## src/rtl/seqp_pkg.sv

```systemverilog
package seqp_pkg;

   localparam int unsigned NPLANE = 4;
   localparam int unsigned OFS_W  = 17;

   // port select codes
   localparam logic [1:0] SEL_SEQ_IDX = 2'd0;
   localparam logic [1:0] SEL_SEQ_DAT = 2'd1;
   localparam logic [1:0] SEL_GC_IDX  = 2'd2;
   localparam logic [1:0] SEL_GC_DAT  = 2'd3;

   // reset values
   localparam logic [7:0] RST_SEQ_RESET = 8'h03;
   localparam logic [7:0] RST_SEQ_CLK   = 8'h00;
   localparam logic [7:0] RST_SEQ_MASK  = 8'h0F;
   localparam logic [7:0] RST_SEQ_FONT  = 8'h00;
   localparam logic [7:0] RST_SEQ_MEM   = 8'h04;
   localparam logic [7:0] RST_GC_RMAP   = 8'h00;
   localparam logic [7:0] RST_GC_MODE   = 8'h00;
   localparam logic [7:0] RST_GC_MISC   = 8'h00;

   typedef enum logic [1:0] {
      WIN_A0_128K = 2'b00,
      WIN_A0_64K  = 2'b01,
      WIN_B0_64K  = 2'b10,
      WIN_B8_32K  = 2'b11
   } win_sel_e;

   typedef enum logic [1:0] {
      RT_LINEAR = 2'd0,
      RT_ODDEVN = 2'd1,
      RT_CHAIN  = 2'd2
   } route_e;

   // fields the router needs from the control bytes
   typedef struct packed {
      logic       mem_run;     // async reset released
      logic       sync_run;    // sync reset released
      logic [3:0] wr_mask;
      logic       chain;
      logic       oe_wr_n;     // 1 = odd/even write disabled
      logic [1:0] rd_map;
      logic       oe_rd;
      win_sel_e   win;
      logic       gfx;
   } ctl_t;

endpackage

```

## src/rtl/seqp_regfile.sv

```systemverilog
module seqp_regfile
   import seqp_pkg::*;
#(
   parameter int unsigned DW       = 8,
   parameter int unsigned SEQ_NREG = 5,
   parameter int unsigned GC_LO    = 4,
   parameter int unsigned GC_HI    = 6
)(
   input  logic          clk,
   input  logic          rst_n,
   input  logic          reg_wr,
   input  logic [1:0]    reg_sel,
   input  logic [DW-1:0] reg_wdata,
   output logic [DW-1:0] reg_rdata,
   output ctl_t          ctl,
   output logic [DW-1:0] clk_mode,
   output logic [DW-1:0] font_map
);

   localparam int unsigned GC_NREG = GC_HI - GC_LO + 1;

   if (DW != 8) begin : g_chk_dw
      $error("seqp_regfile: DW must be 8");
   end
   if (SEQ_NREG != 5) begin : g_chk_seq
      $error("seqp_regfile: sequencer holds five bytes");
   end
   if (GC_HI < GC_LO) begin : g_chk_gc
      $error("seqp_regfile: graphics index range inverted");
   end

   logic [DW-1:0] seq_idx, gc_idx;
   logic [DW-1:0] seq_q [SEQ_NREG];
   logic [DW-1:0] gc_q  [GC_NREG];
   logic          seq_known, gc_known;
   logic [DW-1:0] gc_rel;

   assign seq_known = (seq_idx < DW'(SEQ_NREG));
   assign gc_known  = (gc_idx >= DW'(GC_LO)) && (gc_idx <= DW'(GC_HI));
   assign gc_rel    = gc_idx - DW'(GC_LO);

   function automatic logic [DW-1:0] seq_rst_val(input int unsigned i);
      case (i)
         0:       return RST_SEQ_RESET;
         1:       return RST_SEQ_CLK;
         2:       return RST_SEQ_MASK;
         3:       return RST_SEQ_FONT;
         default: return RST_SEQ_MEM;
      endcase
   endfunction

   function automatic logic [DW-1:0] gc_rst_val(input int unsigned i);
      case (i)
         0:       return RST_GC_RMAP;
         1:       return RST_GC_MODE;
         default: return RST_GC_MISC;
      endcase
   endfunction

   always_ff @(posedge clk or negedge rst_n) begin
      if (!rst_n) begin
         seq_idx <= '0;
         gc_idx  <= '0;
      end else if (reg_wr) begin
         if (reg_sel == SEL_SEQ_IDX) seq_idx <= reg_wdata;
         if (reg_sel == SEL_GC_IDX)  gc_idx  <= reg_wdata;
      end
   end

   for (genvar i = 0; i < SEQ_NREG; i++) begin : g_seq
      always_ff @(posedge clk or negedge rst_n) begin
         if (!rst_n)
            seq_q[i] <= seq_rst_val(i);
         else if (reg_wr && reg_sel == SEL_SEQ_DAT && seq_idx == DW'(i))
            seq_q[i] <= reg_wdata;
      end
   end

   for (genvar i = 0; i < GC_NREG; i++) begin : g_gc
      always_ff @(posedge clk or negedge rst_n) begin
         if (!rst_n)
            gc_q[i] <= gc_rst_val(i);
         else if (reg_wr && reg_sel == SEL_GC_DAT && gc_known && gc_rel == DW'(i))
            gc_q[i] <= reg_wdata;
      end
   end

   always_comb begin
      reg_rdata = '0;
      case (reg_sel)
         SEL_SEQ_IDX: reg_rdata = seq_idx;
         SEL_SEQ_DAT: if (seq_known) reg_rdata = seq_q[seq_idx[2:0]];
         SEL_GC_IDX:  reg_rdata = gc_idx;
         default:     if (gc_known)  reg_rdata = gc_q[gc_rel[1:0]];
      endcase
   end

   assign ctl.mem_run  = seq_q[0][0];
   assign ctl.sync_run = seq_q[0][1];
   assign ctl.wr_mask  = seq_q[2][3:0];
   assign ctl.chain    = seq_q[4][3];
   assign ctl.oe_wr_n  = seq_q[4][2];
   assign ctl.rd_map   = gc_q[0][1:0];
   assign ctl.oe_rd    = gc_q[1][4];
   assign ctl.win      = win_sel_e'(gc_q[2][3:2]);
   assign ctl.gfx      = gc_q[2][0];
   assign clk_mode     = seq_q[1];
   assign font_map     = seq_q[3];

   // data write at an unmapped sequencer index leaves every byte alone
   a_r3_seq_unknown_discard: assert property (@(posedge clk) disable iff (!rst_n)
      (reg_wr && reg_sel == SEL_SEQ_DAT && !seq_known) |=>
         $stable({seq_q[0], seq_q[1], seq_q[2], seq_q[3], seq_q[4]}));

   // same for the graphics group
   a_r3_gc_unknown_discard: assert property (@(posedge clk) disable iff (!rst_n)
      (reg_wr && reg_sel == SEL_GC_DAT && !gc_known) |=>
         $stable({gc_q[0], gc_q[1], gc_q[2]}));

   // a data write lands in the addressed byte
   a_r2_seq_write_lands: assert property (@(posedge clk) disable iff (!rst_n)
      (reg_wr && reg_sel == SEL_SEQ_DAT && seq_idx == 8'd2) |=>
         (ctl.wr_mask == $past(reg_wdata[3:0])));

endmodule

```

## src/rtl/seqp_window.sv

```systemverilog
module seqp_window
   import seqp_pkg::*;
#(
   parameter int unsigned HA_W = 20
)(
   input  logic            host_req,
   input  logic [HA_W-1:0] host_addr,
   input  win_sel_e        win,
   output logic            hit,
   output logic [OFS_W-1:0] offset
);

   if (HA_W != 20) begin : g_chk_haw
      $error("seqp_window: host address must be 20 bits");
   end

   logic in_win;

   always_comb begin
      in_win = 1'b0;
      offset = '0;
      case (win)
         WIN_A0_128K: begin
            in_win = (host_addr[19:17] == 3'b101);
            offset = host_addr[16:0];
         end
         WIN_A0_64K: begin
            in_win = (host_addr[19:16] == 4'hA);
            offset = {1'b0, host_addr[15:0]};
         end
         WIN_B0_64K: begin
            in_win = (host_addr[19:16] == 4'hB);
            offset = {1'b0, host_addr[15:0]};
         end
         default: begin
            in_win = (host_addr[19:15] == 5'b10111);
            offset = {2'b00, host_addr[14:0]};
         end
      endcase
   end

   assign hit = host_req && in_win;

endmodule

```

## src/rtl/seqp_route.sv

```systemverilog
module seqp_route
   import seqp_pkg::*;
#(
   parameter int unsigned PA_W = 16
)(
   input  ctl_t             ctl,
   input  logic             hit,
   input  logic             host_we,
   input  logic [OFS_W-1:0] offset,
   output logic [NPLANE-1:0] plane_we,
   output logic             plane_re,
   output logic [1:0]       rd_plane,
   output logic [PA_W-1:0]  plane_addr
);

   if (PA_W < 15 || PA_W > OFS_W) begin : g_chk_paw
      $error("seqp_route: plane address width out of range");
   end

   route_e           wr_rt;
   logic [OFS_W-1:0] wr_shift, rd_shift, sel_shift;
   logic [NPLANE-1:0] lane, we_raw;

   always_comb begin
      if (ctl.chain)         wr_rt = RT_CHAIN;
      else if (!ctl.oe_wr_n) wr_rt = RT_ODDEVN;
      else                   wr_rt = RT_LINEAR;
   end

   for (genvar p = 0; p < NPLANE; p++) begin : g_lane
      assign lane[p] = (wr_rt == RT_CHAIN)  ? (offset[1:0] == 2'(p)) :
                       (wr_rt == RT_ODDEVN) ? (offset[0] == p[0])    :
                                              1'b1;
   end

   always_comb begin
      case (wr_rt)
         RT_CHAIN:  wr_shift = offset >> 2;
         RT_ODDEVN: wr_shift = offset >> 1;
         default:   wr_shift = offset;
      endcase
   end

   always_comb begin
      if (ctl.chain) begin
         rd_plane = offset[1:0];
         rd_shift = offset >> 2;
      end else if (ctl.oe_rd) begin
         rd_plane = {ctl.rd_map[1], offset[0]};
         rd_shift = offset >> 1;
      end else begin
         rd_plane = ctl.rd_map;
         rd_shift = offset;
      end
   end

   assign we_raw     = lane & ctl.wr_mask;
   assign plane_we   = (hit && host_we && ctl.mem_run) ? we_raw : '0;
   assign plane_re   = hit && !host_we;
   assign sel_shift  = host_we ? wr_shift : rd_shift;
   assign plane_addr = sel_shift[PA_W-1:0];

   // a chained write never touches more than one plane
   always_comb begin
      a_r7_chain_single: assert (!(ctl.chain) || $onehot0(plane_we));
   end

   // in odd/even write mode the lane parity matches the offset parity
   always_comb begin
      a_r6_parity_lanes: assert (ctl.chain || ctl.oe_wr_n || !hit ||
         (offset[0] ? ((plane_we & 4'b0101) == 4'b0000)
                    : ((plane_we & 4'b1010) == 4'b0000)));
   end

endmodule

```

## src/rtl/seqp_ctrl.sv

```systemverilog
module seqp_ctrl
   import seqp_pkg::*;
#(
   parameter int unsigned HA_W = 20,
   parameter int unsigned PA_W = 16
)(
   input  logic            clk,
   input  logic            rst_n,
   input  logic            reg_wr,
   input  logic [1:0]      reg_sel,
   input  logic [7:0]      reg_wdata,
   output logic [7:0]      reg_rdata,
   input  logic            host_req,
   input  logic            host_we,
   input  logic [HA_W-1:0] host_addr,
   output logic            host_hit,
   output logic [3:0]      plane_we,
   output logic            plane_re,
   output logic [1:0]      rd_plane,
   output logic [PA_W-1:0] plane_addr,
   output logic            char_gen_en,
   output logic            sync_rst,
   output logic [7:0]      clk_mode,
   output logic [7:0]      font_map
);

   ctl_t             ctl;
   logic [OFS_W-1:0] offset;

   seqp_regfile #(.DW(8), .SEQ_NREG(5), .GC_LO(4), .GC_HI(6)) u_regs (
      .clk       (clk),
      .rst_n     (rst_n),
      .reg_wr    (reg_wr),
      .reg_sel   (reg_sel),
      .reg_wdata (reg_wdata),
      .reg_rdata (reg_rdata),
      .ctl       (ctl),
      .clk_mode  (clk_mode),
      .font_map  (font_map)
   );

   seqp_window #(.HA_W(HA_W)) u_win (
      .host_req  (host_req),
      .host_addr (host_addr),
      .win       (ctl.win),
      .hit       (host_hit),
      .offset    (offset)
   );

   seqp_route #(.PA_W(PA_W)) u_route (
      .ctl        (ctl),
      .hit        (host_hit),
      .host_we    (host_we),
      .offset     (offset),
      .plane_we   (plane_we),
      .plane_re   (plane_re),
      .rd_plane   (rd_plane),
      .plane_addr (plane_addr)
   );

   assign char_gen_en = !ctl.gfx;
   assign sync_rst    = !ctl.sync_run;

   // memory held in reset means no plane strobes
   a_r9_async_blocks_we: assert property (@(posedge clk) disable iff (!rst_n)
      !ctl.mem_run |-> (plane_we == 4'b0000));

   // a miss or idle bus produces no strobes
   a_r11_miss_quiet: assert property (@(posedge clk) disable iff (!rst_n)
      !host_hit |-> (plane_we == 4'b0000 && !plane_re));

   // reads and writes never strobe together
   a_r8_rd_wr_excl: assert property (@(posedge clk) disable iff (!rst_n)
      plane_re |-> (plane_we == 4'b0000));

endmodule

```

## config.mk

```make
export PLATFORM = sky130hd
export DESIGN_NAME = seqp_ctrl
export DESIGN_NICKNAME = d
export VERILOG_FILES = /design/src/rtl/seqp_pkg.sv /design/src/rtl/seqp_regfile.sv /design/src/rtl/seqp_window.sv /design/src/rtl/seqp_route.sv /design/src/rtl/seqp_ctrl.sv
export SDC_FILE = /design/constraint.sdc
export NUM_CORES = 1
export LEC_CHECK = 0
export BUFFER_PORTS_ARGS = -buffer_cell sky130_fd_sc_hd__buf_4
export CAP_MARGIN = 20
export CORE_ASPECT_RATIO = 1.4
export CORE_MARGIN = 2
export CORE_UTILIZATION = 25
export DETAILED_ROUTE_END_ITERATION = 12
export GPL_TIMING_DRIVEN = 0
export HOLD_SLACK_MARGIN = 0.03
export PLACE_DENSITY = 0.45
export RECOVER_POWER = 50
export SLEW_MARGIN = 15
export SYNTH_ARGS = -nofsm -noshare
export SYNTH_HDL_FRONTEND = slang
export SYNTH_HIERARCHICAL = 1
export SYNTH_SLANG_ARGS = --single-unit
```

## constraint.sdc

```tcl
create_clock -name clk -period 6.3 [get_ports clk]
set_clock_uncertainty 0.15 [all_clocks]
set_input_delay 0.945 -clock clk [delete_from_list [all_inputs] [get_ports clk]]
set_output_delay 0.945 -clock clk [all_outputs]
set_load 0.05 [all_outputs]
```

==> results of run 1 <==
[routing by layer]
layer / up-vias / track usage
met5: - / 0
met3: 13 / 0.0229
li1: 1652 / -
met2: 102 / 0.208
met4: 0 / 0.0430
met1: 1800 / 0.152
[cells in the mapped netlist (all sizes together)]
master	count	share of area
ha	3	0.0075
inv	8	0.0060
xnor2	1	0.0018
nor4	1	0.0013
buf	66	0.093
a21oi	12	0.012
and2	1	0.0015
mux2i	39	0.078
a221o	15	0.030
nor2	13	0.0098
a311oi	1	0.0018
dfstp	7	0.037
and3b	3	0.0055
and4	1	0.0018
dfrtp	73	0.37
or3b	1	0.0018
mux2	96	0.22
o21ai	12	0.012
or4	1	0.0023
nand3b	4	0.0060
o2bb2ai	8	0.014
nor2b	4	0.0050
clkbuf	9	0.0068
nand3	2	0.0020
nor3	17	0.019
mux4	8	0.036
nor3b	2	0.0053
and3	3	0.0038
nand4	1	0.0013
a211oi	2	0.0050
nand2	5	0.0038
nand4b	2	0.0035
[kinds of logic after synthesis]
logic type	share of synthesized area
adders and majority gates	0.00751
DFF	0.402
and+or+nand+nor	0.0733
xor gates and xnor gates	0.00175
muxes	0.335
AOI/OAI and AO/OA	0.0748
buffers and inverters	0.106
[final cells by class]
| cell class | count | area (um2) | share of cell area |
|---|---|---|---|
| Buffer | 75 | 498 | 0.0829 |
| Clock buffer | 11 | 243 | 0.0404 |
| Clock inverter | 5 | 32.5 | 0.00542 |
| Inverter | 8 | 30.0 | 0.00500 |
| Multi-Input combinational cell | 258 | 2460 | 0.409 |
| Sequential cell | 80 | 2010 | 0.335 |
| Tap cell | 252 | 315 | 0.0525 |
| Timing Repair Buffer | 62 | 422 | 0.0702 |
[through the flow]
| stage | power [mW] | utilization | cells | setup WS (ns) |
|---|---|---|---|---|
| after floorplan | 0.943 | - | 421 | 2.46 |
| after global placement | 1.06 | 0.292 | 734 | 2.57 |
| after detailed placement | 1.07 | 0.292 | 734 | 2.53 |
| after CTS | 1.55 | 0.306 | 750 | 2.46 |
| after global routing | 1.61 | 0.304 | 751 | 2.26 |
| final | 1.52 | 0.304 | 751 | 2.43 |
[report_power, final]
part	internal (mW)	switching [mW]	leakage (nW)
registers	0.568	0.0390	1.05
logic	0.183	0.257	1.56
clock network	0.276	0.200	0.128
[worst register-to-register path, delay by kind of cell (launching register included)]
kind             cells  cell delay [ns]
and+or+nand+nor      3             1.41
DFF                  1             0.41
muxes                1             0.40
[final timing paths]
kind	cells after the start	to	slack (ns)
worst max-delay path	6	reg_rdata[4]	2.43
worst min-delay path	1	u_regs/seq_q[37]$_DFFE_PN0P_	0.35
worst max register to register	4	u_regs/ctl[5]$_DFFE_PN0P_	3.82
worst min register to register	1	u_regs/seq_q[37]$_DFFE_PN0P_	0.35
max in group asynchronous	1	u_regs/seq_idx[2]$_DFFE_PN0P_	3.81
min in group asynchronous	1	u_regs/clk_mode[5]$_DFFE_PN0P_	1.03
[flip-flops by register name, indices dropped and copies added (netlist names)]
signal	cells
u_regs/seq_idx	8
u_regs/ctl	14
u_regs/seq_q	16
u_regs/font_map	8
u_regs/clk_mode	8
u_regs/gc_q	18
u_regs/gc_idx	8
==> impl_metrics.env, run 1 <==
export IMPL_post_cts_repair_setup_buffers=0
export IMPL_drt_met1_wl_mm=5.48
export IMPL_cts_clk_slew_worst_paths_ns=0.06
export IMPL_clockBufferDepth=2
export IMPL_firstDrtPassIters=4
export IMPL_cts_resized=0
export IMPL_met2_length_mm=6.28
export IMPL_n_fill_cell=2026
export IMPL_slew_headroom=-0.340
export IMPL_min_path_type="flop to flop"
export IMPL_cp_slowest_stage_delay_ns=0.90
export IMPL_cts_root_buf="clkbuf_16"
export IMPL_fin_setup_tns_ns=0
export IMPL_area_growth_syn_to_layout_pct=20.1
export IMPL_post_route_period_util=0.615
export IMPL_pin_count=85
export IMPL_layout_commonest_cell="buf_4"
export IMPL_fmax_ghz=0.258
export IMPL_grt_pass1_wl_mm=19.8
export IMPL_max_vdd_ir_drop_mv=0.108
export IMPL_crit_fanout=8
export IMPL_cp_startpoint="reg_sel[0]"
export IMPL_violations="max-capacitance violations, max-slew violations"
export IMPL_finalMaxSlewViolations=35
export IMPL_dieWidth_um=124
export IMPL_hold_worst_slack_ns=0.353
export IMPL_cts_sinks=80
export IMPL_start_util=0.253
export IMPL_routedWlPerCell_um=16.8
export IMPL_antenna_cells=0
export IMPL_grt_pass1_vias=3637
export IMPL_post_route_cell_area_mm2=0.00601
export IMPL_cp_arrival_ns=2.78
export IMPL_startpoint_type="input pin"
export IMPL_critPathCaptureType="output pin"
export IMPL_min_period_ns=3.87
export IMPL_layout_common_cells="buf_4 (91), mux2_2 (90), dfrtp_1 (73), mux2i_1 (39), clkbuf_1 (27)"
export IMPL_grt_antenna_before_repair=0
export IMPL_hp_start="u_regs/seq_q[37]$_DFFE_PN0P_"
export IMPL_cap_violations=1
export IMPL_worstPathCellList="clkbuf_1, nand4b_1, a311oi_1, a21oi_1, o21ai_0, buf_4"
export IMPL_hold_buffers=0
export IMPL_gr_total_overflow=0
export IMPL_via_per_inst=4.75
export IMPL_seq_area_frac_synth=0.402
export IMPL_status="finished with violations"
export IMPL_avgSynthCellArea_um2=11.9
export IMPL_dpl_cell_area_mm2=0.00577
export IMPL_cts_made_buffers=9
export IMPL_p_leak_nw=2.74
export IMPL_hpwl_mm=9.44
export IMPL_highest_layer="met4"
export IMPL_synth_cells=421
export IMPL_vias=3567
export IMPL_grt_max_degree=81
export IMPL_synth_fp_nets=459
export IMPL_drt_iter0_markers=116
export IMPL_rows=61
export IMPL_p_per_area_mw_per_mm2=254
export IMPL_cp_slowest_cell="a311oi_1"
export IMPL_ys_warn_count=6
export IMPL_portBuffers=61
export IMPL_r2r_start="u_regs/gc_idx[6]$_DFFE_PN0P_"
export IMPL_cts_tree="yes"
export IMPL_syn_cell_area_mm2=0.00500
export IMPL_insertion_delay_ns=0.33
export IMPL_tightest_slew_ns=2.01
export IMPL_path_buf_inv=2
export IMPL_final_nets=532
export IMPL_critPathTopFamily="compound AO/OA/AOI/OAI gates"
export IMPL_core_mm2=0.0198
export IMPL_ant_nets=0
export IMPL_gp_congestion=0.779
export IMPL_synth_cell_types=40
export IMPL_worstSetupPathType="input pin to output pin"
export IMPL_die_area_mm2=0.0212
export IMPL_h_tree_depth=3
export IMPL_drive_gt1_frac=0.471
export IMPL_ys_ff_latch=80
export IMPL_wl_met3_um=653
export IMPL_cp_required_ns=5.20
export IMPL_drt_total_wl_mm=12.6
export IMPL_grt_setup_unrepaired="false"
export IMPL_hold_viol_final=0
export IMPL_drc_errors=0
export IMPL_setup_viol=0
export IMPL_chipHeight_um=171
export IMPL_grt_usage=0.122
(Power assumes the default switching activity.)
==> run 2, diff against run 1 <==
- clock period: 6.3 -> 3.9 ns (I/O delays scaled with it)
==> run 2 against run 1 <==
The run still ends with max-capacitance violations, max-slew violations left. Sequential share of layout area is 0.14 points higher. Clock power rose by 62%. Worst setup slack worse by 2.0 ns. Final cell count is the same. Combinational power increased by 60%. Wire length up 0.17%. Sequential power increased by 62%. Via count decreased by 0.56%. Core utilization fell by 0.13 points. Global-route usage unchanged. Die area stayed put. Power is 61% higher. Largest power group unchanged.
==> impl_metrics.env, run 2 (synthesized netlist as in run 1, its figures left out) <==
export IMPL_cts_tree="yes"
export IMPL_hpwl_mm=9.44
export IMPL_h_tree_depth=3
export IMPL_routedWlPerCell_um=16.9
export IMPL_ant_nets=0
export IMPL_grt_setup_unrepaired="false"
export IMPL_clockBufferDepth=2
export IMPL_firstDrtPassIters=4
export IMPL_pin_count=85
export IMPL_cts_clk_slew_worst_paths_ns=0.06
export IMPL_cts_sinks=80
export IMPL_violations="max-capacitance violations, max-slew violations"
export IMPL_cts_made_buffers=9
export IMPL_die_area_mm2=0.0212
export IMPL_start_util=0.253
export IMPL_setup_viol=0
export IMPL_path_buf_inv=1
export IMPL_utilization=0.303
export IMPL_cts_root_buf="clkbuf_16"
export IMPL_dieWidth_um=124
export IMPL_setup_slack_ns=0.422
export IMPL_finalMaxSlewViolations=36
export IMPL_p_leak_nw=2.72
export IMPL_cts_resized=0
export IMPL_grt_use_met3=0.0229
export IMPL_cp_arrival_ns=2.74
export IMPL_cp_required_ns=3.16
export IMPL_place_ws_ns=0.792
export IMPL_cap_violations=1
export IMPL_layout_common_cells="mux2_2 (90), buf_4 (89), dfrtp_1 (73), mux2i_1 (39), clkbuf_1 (29)"
export IMPL_max_vdd_ir_drop_mv=0.175
export IMPL_grt_pass1_wl_mm=19.8
export IMPL_min_period_ns=3.48
export IMPL_layout_commonest_cell="mux2_2"
export IMPL_post_route_period_util=0.892
export IMPL_gp_congestion=0.779
export IMPL_startpoint_type="flop"
export IMPL_critPathCaptureType="output pin"
export IMPL_slew_headroom=-0.251
export IMPL_status="finished with violations"
export IMPL_tightest_slew_ns=1.88
export IMPL_grt_usage=0.122
export IMPL_critPathTopFamily="compound AO/OA/AOI/OAI gates"
export IMPL_grt_pass1_vias=3637
export IMPL_grt_antenna_before_repair=0
export IMPL_cp_slowest_stage_delay_ns=0.86
export IMPL_fin_setup_tns_ns=0
export IMPL_via_per_inst=4.72
export IMPL_grt_busiest_layer="met2"
export IMPL_drive_gt1_frac=0.469
export IMPL_fmax_ghz=0.287
export IMPL_final_nets=532
export IMPL_rows=61
export IMPL_worstSetupPathType="flop to output pin"
export IMPL_antenna_cells=0
export IMPL_chipHeight_um=171
export IMPL_grt_max_degree=81
export IMPL_p_per_area_mw_per_mm2=411
export IMPL_vias=3547
export IMPL_worstPathCellList="or4_4, a311oi_1, a21oi_1, o21ai_0, buf_4"
export IMPL_crit_fanout=8
export IMPL_area_growth_syn_to_layout_pct=19.6
export IMPL_post_cts_repair_setup_buffers=0
export IMPL_grt_use_met2=0.208
export IMPL_insertion_delay_ns=0.33
export IMPL_cp_slowest_cell="a311oi_1"
export IMPL_drc_errors=0
export IMPL_largest_register="u_regs/gc_q"
export IMPL_drt_total_wl_mm=12.7
export IMPL_drt_iter0_markers=104
export IMPL_min_path_type="flop to flop"
export IMPL_gr_total_overflow=0
export IMPL_hold_buffers=0
export IMPL_largest_reg_flops=18
export IMPL_core_mm2=0.0198
export IMPL_hold_viol_final=0
export IMPL_portBuffers=61
export IMPL_met1_usage=0.152
run 2: cell types whose count changed in the layout (fill, tap and decap cells not counted), sizes merged:
cell	delta
buf	-3
clkbuf	+3
run 2: final cells by class:
class,count,area (um2)
inverters,8,30.0
repair buffers,62,392
well taps,252,315
fillers,2033,13800
clock buffers,11,243
multi-input cells,258,2460
clock inverters,5,32.5
flip-flops and latches,80,2010
plain buffers,75,498
run 2: final timing paths:
| path | depth (start not counted) | startpoint | to | slack, ns |
|---|---|---|---|---|
| max in group asynchronous | 2 | rst_n | u_regs/ctl[5]$_DFFE_PN0P_ | 0.98 |
| min in group asynchronous | 1 | rst_n | u_regs/clk_mode[5]$_DFFE_PN0P_ | 0.61 |
| worst max register to register | 4 | u_regs/gc_idx[6]$_DFFE_PN0P_ | u_regs/ctl[5]$_DFFE_PN0P_ | 1.54 |
| worst min register to register | 1 | u_regs/seq_q[36]$_DFFE_PN0P_ | u_regs/seq_q[36]$_DFFE_PN0P_ | 0.36 |
| worst max-delay path | 5 | u_regs/gc_idx[6]$_DFFE_PN0P_ | reg_rdata[4] | 0.42 |
| worst min-delay path | 1 | u_regs/seq_q[36]$_DFFE_PN0P_ | u_regs/seq_q[36]$_DFFE_PN0P_ | 0.36 |
run 2: power by group:
group / switching [mW] / leakage (nW) / internal [mW]
Clock: 0.324 / 0.128 / 0.446
Combinational: 0.414 / 1.55 / 0.292
Sequential: 0.0635 / 1.05 / 0.918
Total: 0.801 / 2.72 / 1.66
run 2: worst register-to-register path, delay by kind of cell, from the launching register on:
| kind | cells | cell delay [ns] |
|---|---|---|
| muxes | 1 | 0.40 |
| and+or+nand+nor | 3 | 1.29 |
| DFF | 1 | 0.41 |
run 2: stage by stage:
stage / power, mW / area (um2) / std cells / hold WS (ns)
final: 2.46 / 5980 / 751 / 0.355
after floorplan: 1.52 / 5000 / 421 / 0.139
after global routing: 2.59 / 5980 / 751 / 0.371
after global placement: 1.71 / 5770 / 734 / 0.333
after detailed placement: 1.72 / 5770 / 734 / 0.343
after CTS: 2.51 / 6050 / 750 / 0.317
run 2: metal layers:
layer	part of all wire	up-vias
li1	-	1652
met1	0.44	1794
met2	0.50	88
met3	0.043	13
met4	0.018	0
met5	0	-
